<file path="config.mk">
export PLATFORM = sky130hd
export DESIGN_NAME = baud_tick_gen
export DESIGN_NICKNAME = d
export VERILOG_FILES = /design/src/rtl/baud_tick_pkg.sv /design/src/rtl/baud_mode_decode.sv /design/src/rtl/baud_rate_div.sv /design/src/rtl/baud_edge_sync.sv /design/src/rtl/baud_tick_gen.sv
export SDC_FILE = /design/constraint.sdc
export NUM_CORES = 1
export LEC_CHECK = 0
export ABC_AREA = 0
export CAP_MARGIN = 0
export CORE_UTILIZATION = 30
export CTS_CLUSTER_DIAMETER = 60
export DETAILED_ROUTE_END_ITERATION = 7
export MAX_ROUTING_LAYER = met4
export PLACE_DENSITY = 0.51
export RECOVER_POWER = 50
export REMOVE_ABC_BUFFERS = 1
export SYNTH_ARGS = -nofsm -noshare
export SYNTH_HDL_FRONTEND = slang
export SYNTH_SLANG_ARGS = --single-unit
</file>
<file path="constraint.sdc">
create_clock -name clk -period 5.5 [get_ports clk]
set_input_delay 0.55 -clock clk [delete_from_list [all_inputs] [get_ports clk]]
set_output_delay 0.55 -clock clk [all_outputs]
set_load 0.03 [all_outputs]
</file>
<file path="src/rtl/baud_tick_pkg.sv">
package baud_tick_pkg;

    typedef enum logic [2:0] {
        CM_INT_ASYNC     = 3'd0,
        CM_INT_ASYNC_OUT = 3'd1,
        CM_EXT_ASYNC     = 3'd2,
        CM_INT_SYNC_OUT  = 3'd3,
        CM_EXT_SYNC      = 3'd4
    } clk_mode_e;

    typedef struct packed {
        logic sync_mode;
        logic cke1;
        logic cke0;
    } clk_ctrl_t;

    typedef struct packed {
        logic rise;
        logic fall;
    } pin_edge_t;

    function automatic clk_mode_e decode_mode(clk_ctrl_t c);
        if (c.sync_mode)
            return c.cke1 ? CM_EXT_SYNC : CM_INT_SYNC_OUT;
        if (c.cke1)
            return CM_EXT_ASYNC;
        if (c.cke0)
            return CM_INT_ASYNC_OUT;
        return CM_INT_ASYNC;
    endfunction

    function automatic logic mode_internal(clk_mode_e m);
        return (m == CM_INT_ASYNC) || (m == CM_INT_ASYNC_OUT) || (m == CM_INT_SYNC_OUT);
    endfunction

    function automatic int unsigned period_cycles(int unsigned cks, int unsigned brr);
        return (32'd2 << (2 * cks)) * (brr + 32'd1);
    endfunction

endpackage

</file>
<file path="src/rtl/baud_mode_decode.sv">
module baud_mode_decode
    import baud_tick_pkg::*;
(
    input  clk_ctrl_t ctrl,
    output clk_mode_e mode,
    output logic      internal_src
);
    always_comb begin
        mode         = decode_mode(ctrl);
        internal_src = mode_internal(mode);
    end
endmodule

</file>
<file path="src/rtl/baud_rate_div.sv">
module baud_rate_div
    import baud_tick_pkg::*;
#(
    parameter int CKS_W = 2,
    parameter int BRR_W = 8,
    parameter int PER_W = 16
) (
    input  logic             clk,
    input  logic             rst,
    input  logic [CKS_W-1:0] cks,
    input  logic [BRR_W-1:0] brr,
    output logic             wrap,
    output logic [PER_W-1:0] phase_q,
    output logic [PER_W-1:0] period_q
);
    logic [PER_W-1:0] period_req;

    assign period_req = PER_W'(period_cycles(32'(cks), 32'(brr)));
    assign wrap       = (phase_q == period_q - PER_W'(1));

    // The phase runs from reset on, so tick slots follow the running cycle count.
    // A new period is picked up only when the phase wraps.
    always_ff @(posedge clk) begin
        if (rst) begin
            phase_q  <= '0;
            period_q <= period_req;
        end else if (wrap) begin
            phase_q  <= '0;
            period_q <= period_req;
        end else begin
            phase_q  <= phase_q + PER_W'(1);
        end
    end
endmodule

</file>
<file path="src/rtl/baud_edge_sync.sv">
module baud_edge_sync
    import baud_tick_pkg::*;
#(
    parameter int STAGES = 2
) (
    input  logic      clk,
    input  logic      rst,
    input  logic      pin,
    output pin_edge_t edges
);
    logic [STAGES-1:0] chain_q;
    logic              last_q;

    // The pin idles high, so the chain resets high.
    generate
        if (STAGES == 1) begin : g_single
            always_ff @(posedge clk) begin
                if (rst) chain_q <= '1;
                else     chain_q <= pin;
            end
        end else begin : g_multi
            always_ff @(posedge clk) begin
                if (rst) chain_q <= '1;
                else     chain_q <= {chain_q[STAGES-2:0], pin};
            end
        end
    endgenerate

    always_ff @(posedge clk) begin
        if (rst) last_q <= 1'b1;
        else     last_q <= chain_q[STAGES-1];
    end

    assign edges.rise = chain_q[STAGES-1] & ~last_q;
    assign edges.fall = ~chain_q[STAGES-1] & last_q;
endmodule

</file>
<file path="src/rtl/baud_tick_gen.sv">
module baud_tick_gen
    import baud_tick_pkg::*;
#(
    parameter int CKS_W  = 2,
    parameter int BRR_W  = 8,
    parameter int STAGES = 2
) (
    input  logic             clk,
    input  logic             rst,
    input  logic [CKS_W-1:0] cks,
    input  logic [BRR_W-1:0] brr,
    input  logic             sync_mode,
    input  logic             cke1,
    input  logic             cke0,
    input  logic             ext_clk_in,
    input  logic             tx_active,
    input  logic             rx_active,
    output logic             tick,
    output logic [2:0]       clk_mode
);
    localparam int MAX_SHIFT = 1 + 2 * ((1 << CKS_W) - 1) + BRR_W;
    localparam int PER_W     = MAX_SHIFT + 1;

    clk_ctrl_t        ctrl;
    clk_mode_e        mode;
    logic             internal_src;
    logic             wrap;
    logic [PER_W-1:0] phase_q;
    logic [PER_W-1:0] period_q;
    pin_edge_t        edges;
    logic             want_tick;
    logic             tick_q;

    assign ctrl = '{sync_mode: sync_mode, cke1: cke1, cke0: cke0};

    baud_mode_decode u_dec (
        .ctrl         (ctrl),
        .mode         (mode),
        .internal_src (internal_src)
    );

    baud_rate_div #(.CKS_W(CKS_W), .BRR_W(BRR_W), .PER_W(PER_W)) u_div (
        .clk      (clk),
        .rst      (rst),
        .cks      (cks),
        .brr      (brr),
        .wrap     (wrap),
        .phase_q  (phase_q),
        .period_q (period_q)
    );

    baud_edge_sync #(.STAGES(STAGES)) u_sync (
        .clk   (clk),
        .rst   (rst),
        .pin   (ext_clk_in),
        .edges (edges)
    );

    always_comb begin
        if (internal_src)
            want_tick = wrap;
        else if (mode == CM_EXT_SYNC)
            want_tick = edges.rise | edges.fall;
        else
            want_tick = edges.rise;
    end

    always_ff @(posedge clk) begin
        if (rst) tick_q <= 1'b0;
        else     tick_q <= want_tick & (tx_active | rx_active);
    end

    assign tick     = tick_q;
    assign clk_mode = mode;
endmodule

</file>
* Word-level counts from Yosys, hierarchy flattened
Cells that the tools add are included.
** Storage, ports and cells
- Output and inout bits :: 4
- Bits of input ports :: 18
- Flip-flop bits (word level) :: 36
- Word-level logic and storage cells :: 43
** Operators by class
- Add/sub/neg operators :: 3
- Bitwise operators :: 7
- Shift operators :: 1
- $mul :: 1
- Multiplexer cells :: 17
- Equality and inequality tests :: 4
- Reduce and logical (&&, ||, !) cells :: 5
** Operator list (number)
- $mul 32x32->16 :: 1
- $mux 16 :: 2
- $shl 2x3->32 const A :: 1
- $mux 3 :: 7
- $add 16x1->16 const B :: 1
- $eq 16x16->1 :: 1
- $sub 16x1->16 const B :: 1
- $add 8x1->9 const B :: 1
- $mux 1 :: 8
- $and 1x1->1 :: 3
- $eq 3x1->1 const B :: 1
- $eq 3x2->1 const B :: 1
- $eq 3x3->1 const B :: 1
- $logic_not 3->1 :: 1
- $logic_or 1x1->1 :: 2
- $not 1->1 :: 2
- $or 1x1->1 :: 2
- $reduce_bool 2->1 :: 1
- $reduce_or 2->1 :: 1

* Longest topological paths before layout
Gate-level depths: netlist (run 1).
- Depth in word-level cells :: 12
- Gate-level depth with buffers :: 17
- Gate-level depth less buffers :: 17

* Modules after synthesis
From an unflattened synthesis (run 1), not the netlist that was laid out.
** Second synthesis, totals
- Cell total of the unflattened synthesis :: 358
- Area, all modules :: 3221.8 sq um
** By module, submodules not included
- baud_rate_div :: cells each 337, seq. area each 770.7 sq um, area each 3007.9 sq um, instances 1
- baud_edge_sync :: cells each 8, seq. area each 60.1 sq um, area each 92.6 sq um, instances 1
- baud_mode_decode :: cells each 7, seq. area each 0.0 sq um, area each 61.3 sq um, instances 1
- baud_tick_gen :: cells each 6, seq. area each 20.0 sq um, area each 60.1 sq um, instances 1

* Worst setup path before layout (run 1)
OpenSTA, ideal clock, no wires.
- Kind :: in2reg
- Start :: input brr[0]
- End :: register u_div.period_q[15], data pin
- Cell stages on the path :: 17
- Setup time :: 0.261 ns
- Setup slack :: 1.195 ns
- Data arrival time :: 4.043 ns
- Required time :: 5.239 ns
- Path buffers :: 0
- Cell sequence :: ha_1 nand2_1 nor2_1 xnor2_1 nor2_1 ha_1 ha_1 fa_1 inv_1 fa_1 inv_1 ha_1 nand2_1 o21ai_0 o41ai_1 o21ai_0 xnor2_1
** Between the ends
- Cells in the longest elaborated chain, start to end :: 4
** Ends and longest elaborated chain
- from (decl) :: line baud_tick_gen.sv:11 : input logic [BRR_W-1:0] brr,
- $add 8x1->9 * :: line baud_tick_pkg.sv:37 : return (32'd2 << (2 * cks)) * (brr + 32'd1);
- $mul 32x32->16 * :: line baud_tick_pkg.sv:37
- named net u_div.period_req[15] :: line baud_rate_div.sv:16 : logic [PER_W-1:0] period_req;
- $mux 16 :: line baud_rate_div.sv:27 : end else if (wrap) begin
- $mux 16 * :: line baud_rate_div.sv:24 : if (rst) begin
- to (signal assigned) :: line baud_rate_div.sv:26 : period_q <= period_req;
- to (signal assigned) :: line baud_rate_div.sv:29 : period_q <= period_req;
- to (decl) :: line baud_rate_div.sv:14 : output logic [PER_W-1:0] period_q
The timed path passes the listed nets; every way through them passes the cells marked *. The select of a mux whose other input is x is not followed.
A chain may end at the register's enable or synchronous reset.

* Worst setup path in the final report (run 1)
Ends and elaborated chain as after synthesis.

==> results of run 1 <==
==> metrics by stage <==
stage,hold slack [ns],cells
2_1_floorplan,0.389,347
3_3_place_gp,0.393,505
3_5_place_dp,0.394,505
4_1_cts,0.411,513
5_1_grt,0.431,513
6_report,0.409,513
==> cell usage in the layout (no fill, tap or decap), drive strengths merged, types with 4 or more instances in the layout <==
cell type      count
xnor2             32
o21ai              4
clkdlybuf4s50     15
nor3               5
ha                48
xor2              17
clkbuf             6
a21oi             10
edfxtp            15
nand2             13
nand3             18
or2                8
dfxtp             20
inv               36
nor2              66
fa                11
dlygate4sd3        6
nor4               9
==> cell families after synthesis <==
group,after synthesis,share of synthesized area [%]
mux,3,0.985
xor+xnor,49,13.5
buf+inv,44,5.48
simple gates,135,20.5
fa+ha+maj,59,25.9
flops,35,26.8
compound gates,30,6.82
==> layout make-up <==
class,count,area (um^2),share of cell area (%)
clock inverter,2,7.51,0.209
timing repair buffer,22,218,6.05
tap,136,170,4.73
sequential,35,851,23.6
clock buffer,6,72.6,2.02
inverter,36,135,3.75
multi-input combinational,276,2150,59.6
==> how the worst min path moves through the flow <==
| stage | from | to | slack [ns] |
|---|---|---|---|
| 2_1_floorplan | u_sync.chain_q[0]$_SDFF_PP1_ | u_sync.chain_q[1]$_SDFF_PP1_ | 0.39 |
| 3_5_place_dp | u_sync.chain_q[0]$_SDFF_PP1_ | u_sync.chain_q[1]$_SDFF_PP1_ | 0.39 |
| 6_report | u_sync.chain_q[0]$_SDFF_PP1_ | u_sync.chain_q[1]$_SDFF_PP1_ | 0.41 |
| 5_1_grt | u_sync.chain_q[0]$_SDFF_PP1_ | u_sync.chain_q[1]$_SDFF_PP1_ | 0.43 |
| 3_3_place_gp | u_sync.chain_q[0]$_SDFF_PP1_ | u_sync.chain_q[1]$_SDFF_PP1_ | 0.39 |
| 4_1_cts | u_sync.chain_q[0]$_SDFF_PP1_ | u_sync.chain_q[1]$_SDFF_PP1_ | 0.41 |
==> flip-flops by register name, summed over array words and instances, names as in the netlist <==
signal / cells
tick: 1
u_div.period_q: 15
u_div.phase_q: 16
u_sync.chain_q: 2
u_sync.last_q: 1
==> per-layer routing <==
| layer | vias to the layer above | wire (um) | track usage, % |
|---|---|---|---|
| li1 | 1237 | - | - |
| met1 | 1063 | 2960 | 15.0 |
| met2 | 19 | 2660 | 20.8 |
| met3 | 6 | 104 | 2.06 |
| met4 | 0 | 76 | 3.32 |
| met5 | - | 0 | - |
==> worst register-to-register path: stages (launching register included) <==
cell and delay (ns):
edfxtp_1 0.45, inv_1 0.12, ha_1 0.19, or4b_1 0.54, nor2_1 0.23, nand2_1 0.09, o41ai_1 0.33, a211oi_1 0.20
o41ai_4 0.89, buf_4 0.37
==> where the power goes <==
group | switching (mW) | internal (mW)
Sequential | 0.0216 | 0.291
Clock | 0.0902 | 0.0863
Combinational | 0.0858 | 0.0727
==> results.cfg, run 1 <==
[setup_path]
crit_chain = dlygate4sd3_1 > ha_1 > nand2_1 > nor2_1 > xnor2_1 > nor2_1 > ha_1 > ha_1 > fa_1 > inv_1 > fa_1 > inv_1 > ha_1 > nand2_1 > o21ai_0 > o41ai_1 > o21ai_0 > xnor2_1
rr_worst_depth = 9
slowest_delay_ns = 0.68
r2r_end = u_div.period_q[1]$_DFFE_PP_
crit_fanout = 7
crit_slowest_cell = dlygate4sd3_1
r2r_start = u_div.period_q[1]$_DFFE_PP_
crit_path_end_kind = register
reg2reg_slack_ns = 1.78
endpoint = u_div.period_q[15]$_DFFE_PP_
required_ns = 5.54
path_buf_inv = 3
path_common_cell = ha_1
path_delay_family = adder cells
crit_arrival_ns = 4.99
cp.depth = 18
crit_path_start_kind = primary input
crit_start = brr[0]
crit_type = in2reg

[timing]
max_freq_mhz = 202
slew_viol_final = 0
period_share_pct = 90.0
setup_slack_ns = 0.550
slew_headroom_pct = 39.7
skew_ns = 0.00447
period_needed_ns = 4.95
hold_viol_final = 0
rsz0062_at_grt = false
finalSetupViolCount = 0
tightest_slew_ns = 0.902
finalSetupTns_ns = 0

[clock_network]
cts_resized = 0
post_cts_buffers = 0
clock_latency_ns = 0.29
clock_path_buffers = 2
path_clk_slew_ns = 0.07
hold_buffers = 0
cts-htree-levels = 2
clkSinkCount = 35
cts_buffers = 5
cts_tree = built
cts-root-buf = clkbuf_8

[cells_and_area]
diodes = 0
final_core_util_pct = 35.0
num-fill-cells = 1086
drive_gt1_share_pct = 4.77
nNetsFinal = 453
syn2layout_area_growth_pct = 13.4
final_area_um2 = 3600

[placed_design]
dpl_cell_area_um2 = 3520
dp_slack_ns = 0.271
dp_hpwl_mm = 4.75
port_buffers = 21
place_congestion = 0.789

[logic_synthesis]
synth_area_leaders = ha_1 19%, edfxtp_1 14%, dfxtp_1 13%
yosysMostFrequentCell = nor2_1
syn_avg_cell_area_um2 = 8.94
synth_seq_area_share_pct = 26.8
synthTopCellsByCount = 66 x nor2_1, 48 x ha_1, 36 x inv_1, 32 x xnor2_1, 20 x dfxtp_1
netlist_instances = 355
synth.cell_area_um2 = 3170
yosysTopAreaCell = ha_1
synth_edf_count = 15
yosys_warnings = 0
netlist.area_leader.share_pct = 18.9
yosys_most_used_dff = dfxtp_1
synth_async_sr_flop_share_pct = 0
ys_types = 41
yosys_register_bits = 35

[power]
total_power_mw = 0.648
p_leak_nw = 1.58
power.density_nw_per_um2 = 180
peakVddDrop_mv = 0.0698

[die]
die_y_um = 105
ios = 22
core-area_um2 = 10300
start_util_pct = 30.9
die_x_um = 105
rows = 37
fp.dieArea_um2 = 11000

[grt]
grt-ovfl-total = 0
grt_max_degree = 17
track_usage_pct = 12.2
antenna_found_initial = 0
grt_pass1_wl_mm = 10.6
grt_pass1_vias = 2373

[routing]
drt.antenna.violating_nets = 0
drc = 0
drtIter0Drc = 68
firstDrtPassIters = 6
via_per_inst = 4.53
drt-total-wl_mm = 5.79
num_vias = 2325
wire_per_inst_um = 11.3

[hold_path]
min_path_cells = 1
min_path_type = reg2reg

[status]
status = complete, no violations

[job]
cap_violations = 0
No activity file was read; power rests on OpenSTA's default activity.
==> run 2, diff against run 1 <==
Settings changed: ABC_AREA 0 to default, SKIP_CTS_REPAIR_TIMING from default to 1.
==> results of run 2 <==
No change in the layout: final DEF, timing and power equal those of run 1.
==> run 3, diff against run 2 <==
Settings changed: CORE_ASPECT_RATIO from default to 2, PLACE_DENSITY 0.51 to default.
==> run 3 against run 2 <==
Against the previous run: power rose by 13%; sequential cell count stayed put; critical path depth is the same; die area grew 0.22%; critical path type unchanged; largest cell class unchanged; highest routed layer unchanged.
==> results.cfg, run 3 (synthesis results as in run 1) <==
[cells_and_area]
syn2layout_area_growth_pct = 14.8
nNetsFinal = 454
final_cell_mix = 66 x nor2_1, 48 x ha_1, 36 x inv_1, 32 x xnor2_1, 20 x dfxtp_1
layout_commonest_cell = nor2_1
drive_gt1_share_pct = 4.76
max_flop_register = u_div.phase_q
reg_top3 = u_div.phase_q (16), u_div.period_q (15), u_sync.chain_q (2)
diodes = 0
largest_reg_flops = 16

[power]
pwr-share-comb_pct = 21.5
power_switching_mw = 0.204
power.density_nw_per_um2 = 201
p_leak_nw = 1.59
p_sw_share_pct = 27.9
clkPwrFrac_pct = 35.8
pwr-share-seq_pct = 42.7
peakVddDrop_mv = 0.129
p_int_mw = 0.528

[routing]
num_vias = 2451
drc = 0
firstDrtPassIters = 4
drt.antenna.violating_nets = 0
wire_per_inst_um = 12.5
via_per_inst = 4.78
drtIter0Drc = 117
drt-total-wl_mm = 6.39

[setup_path]
required_ns = 5.53
crit_fanout = 7
crit_arrival_ns = 5.09
path_buf_inv = 3
crit_chain = dlygate4sd3_1 > ha_1 > nand2_1 > nor2_1 > xnor2_1 > nor2_1 > ha_1 > ha_1 > fa_1 > inv_1 > fa_1 > inv_1 > ha_1 > nand2_1 > o21ai_0 > o41ai_1 > o21ai_0 > xnor2_1
path_common_cell = ha_1
rr_worst_depth = 9
crit_path_start_kind = primary input
crit_path_end_kind = register
cp.depth = 18
crit_slowest_cell = dlygate4sd3_1
slowest_delay_ns = 0.68
crit_type = in2reg
path_delay_family = adder cells

[clock_network]
cts_tree = built
clkSinkCount = 35
cts-htree-levels = 2
clock_path_buffers = 2
clock_latency_ns = 0.28
cts_buffers = 5
cts-root-buf = clkbuf_16
path_clk_slew_ns = 0.05

[timing]
period_needed_ns = 5.07
period_share_pct = 92.1
skew_ns = 0.00328
finalSetupViolCount = 0
hold_viol_final = 0
rsz0062_at_grt = false
finalSetupTns_ns = 0
tightest_slew_ns = 1.35
slew_headroom_pct = 9.81
setup_slack_ns = 0.435
slew_viol_final = 0
max_freq_mhz = 197

[placed_design]
dp_slack_ns = 0.189
port_buffers = 21
place_congestion = 0.881
dp_hpwl_mm = 5.42

[die]
core-area_um2 = 10200
fp.dieArea_um2 = 11000
ios = 22
die_y_um = 147
rows = 52
start_util_pct = 31.1
die_x_um = 74.7

[grt]
track_usage_pct = 13.5
grt_pass1_vias = 2516
grt-ovfl-total = 0
grt_max_degree = 30
antenna_found_initial = 0
grt_pass1_wl_mm = 10.9

[status]
status = complete, no violations

[job]
cap_violations = 0

[hold_path]
min_path_type = reg2reg
min_path_cells = 1
run 3: path summary, 6_finish.rpt:
| path | startpoint | to | slack, ns |
|---|---|---|---|
| max | brr[0] | u_div.period_q[15]$_DFFE_PP_ | 0.43 |
| min | u_sync.chain_q[0]$_SDFF_PP1_ | u_sync.chain_q[1]$_SDFF_PP1_ | 0.41 |
| max reg2reg | u_div.period_q[1]$_DFFE_PP_ | u_div.period_q[2]$_DFFE_PP_ | 1.40 |
| min reg2reg | u_sync.chain_q[0]$_SDFF_PP1_ | u_sync.chain_q[1]$_SDFF_PP1_ | 0.41 |
run 3: layout make-up:
cell class                 count  area (um^2)
clock inverter                 3         15.0
tap                          135          169
fill                        1035         6570
multi-input combinational    276         2130
clock buffer                   5          125
inverter                      36          135
sequential                    35          851
timing repair buffer          23          221
run 3: power by group through the flow:
stage / clock, mW / sequential (mW) / combinational (mW)
2_1_floorplan: 0 / 0.313 / 0.118
3_3_place_gp: 0 / 0.317 / 0.160
3_5_place_dp: 0 / 0.318 / 0.163
4_1_cts: 0.272 / 0.312 / 0.165
5_1_grt: 0.284 / 0.315 / 0.181
6_report: 0.262 / 0.313 / 0.158
run 3: routing by layer:
| metal | vias to the layer above | track usage (%) | routed length (um) | share of wire, % |
|---|---|---|---|---|
| li1 | 1240 | - | - | - |
| met1 | 1156 | 11.3 | 2160 | 34 |
| met2 | 37 | 26.2 | 3800 | 60 |
| met3 | 18 | 1.43 | 80 | 1.3 |
| met4 | 0 | 8.68 | 342 | 5.4 |
| met5 | - | - | 0 | 0 |
run 3: per-stage QoR:
step	instance area (um^2)	total power, mW	hold slack, ns	utilization (%)	std cells
after floorplan	3140	0.430	0.389	-	347
after global placement	3530	0.477	0.400	34.6	505
after detailed placement	3530	0.481	0.400	34.6	505
after CTS	3670	0.749	0.416	35.9	513
after global routing	3640	0.781	0.429	35.7	513
final	3640	0.733	0.412	35.7	513
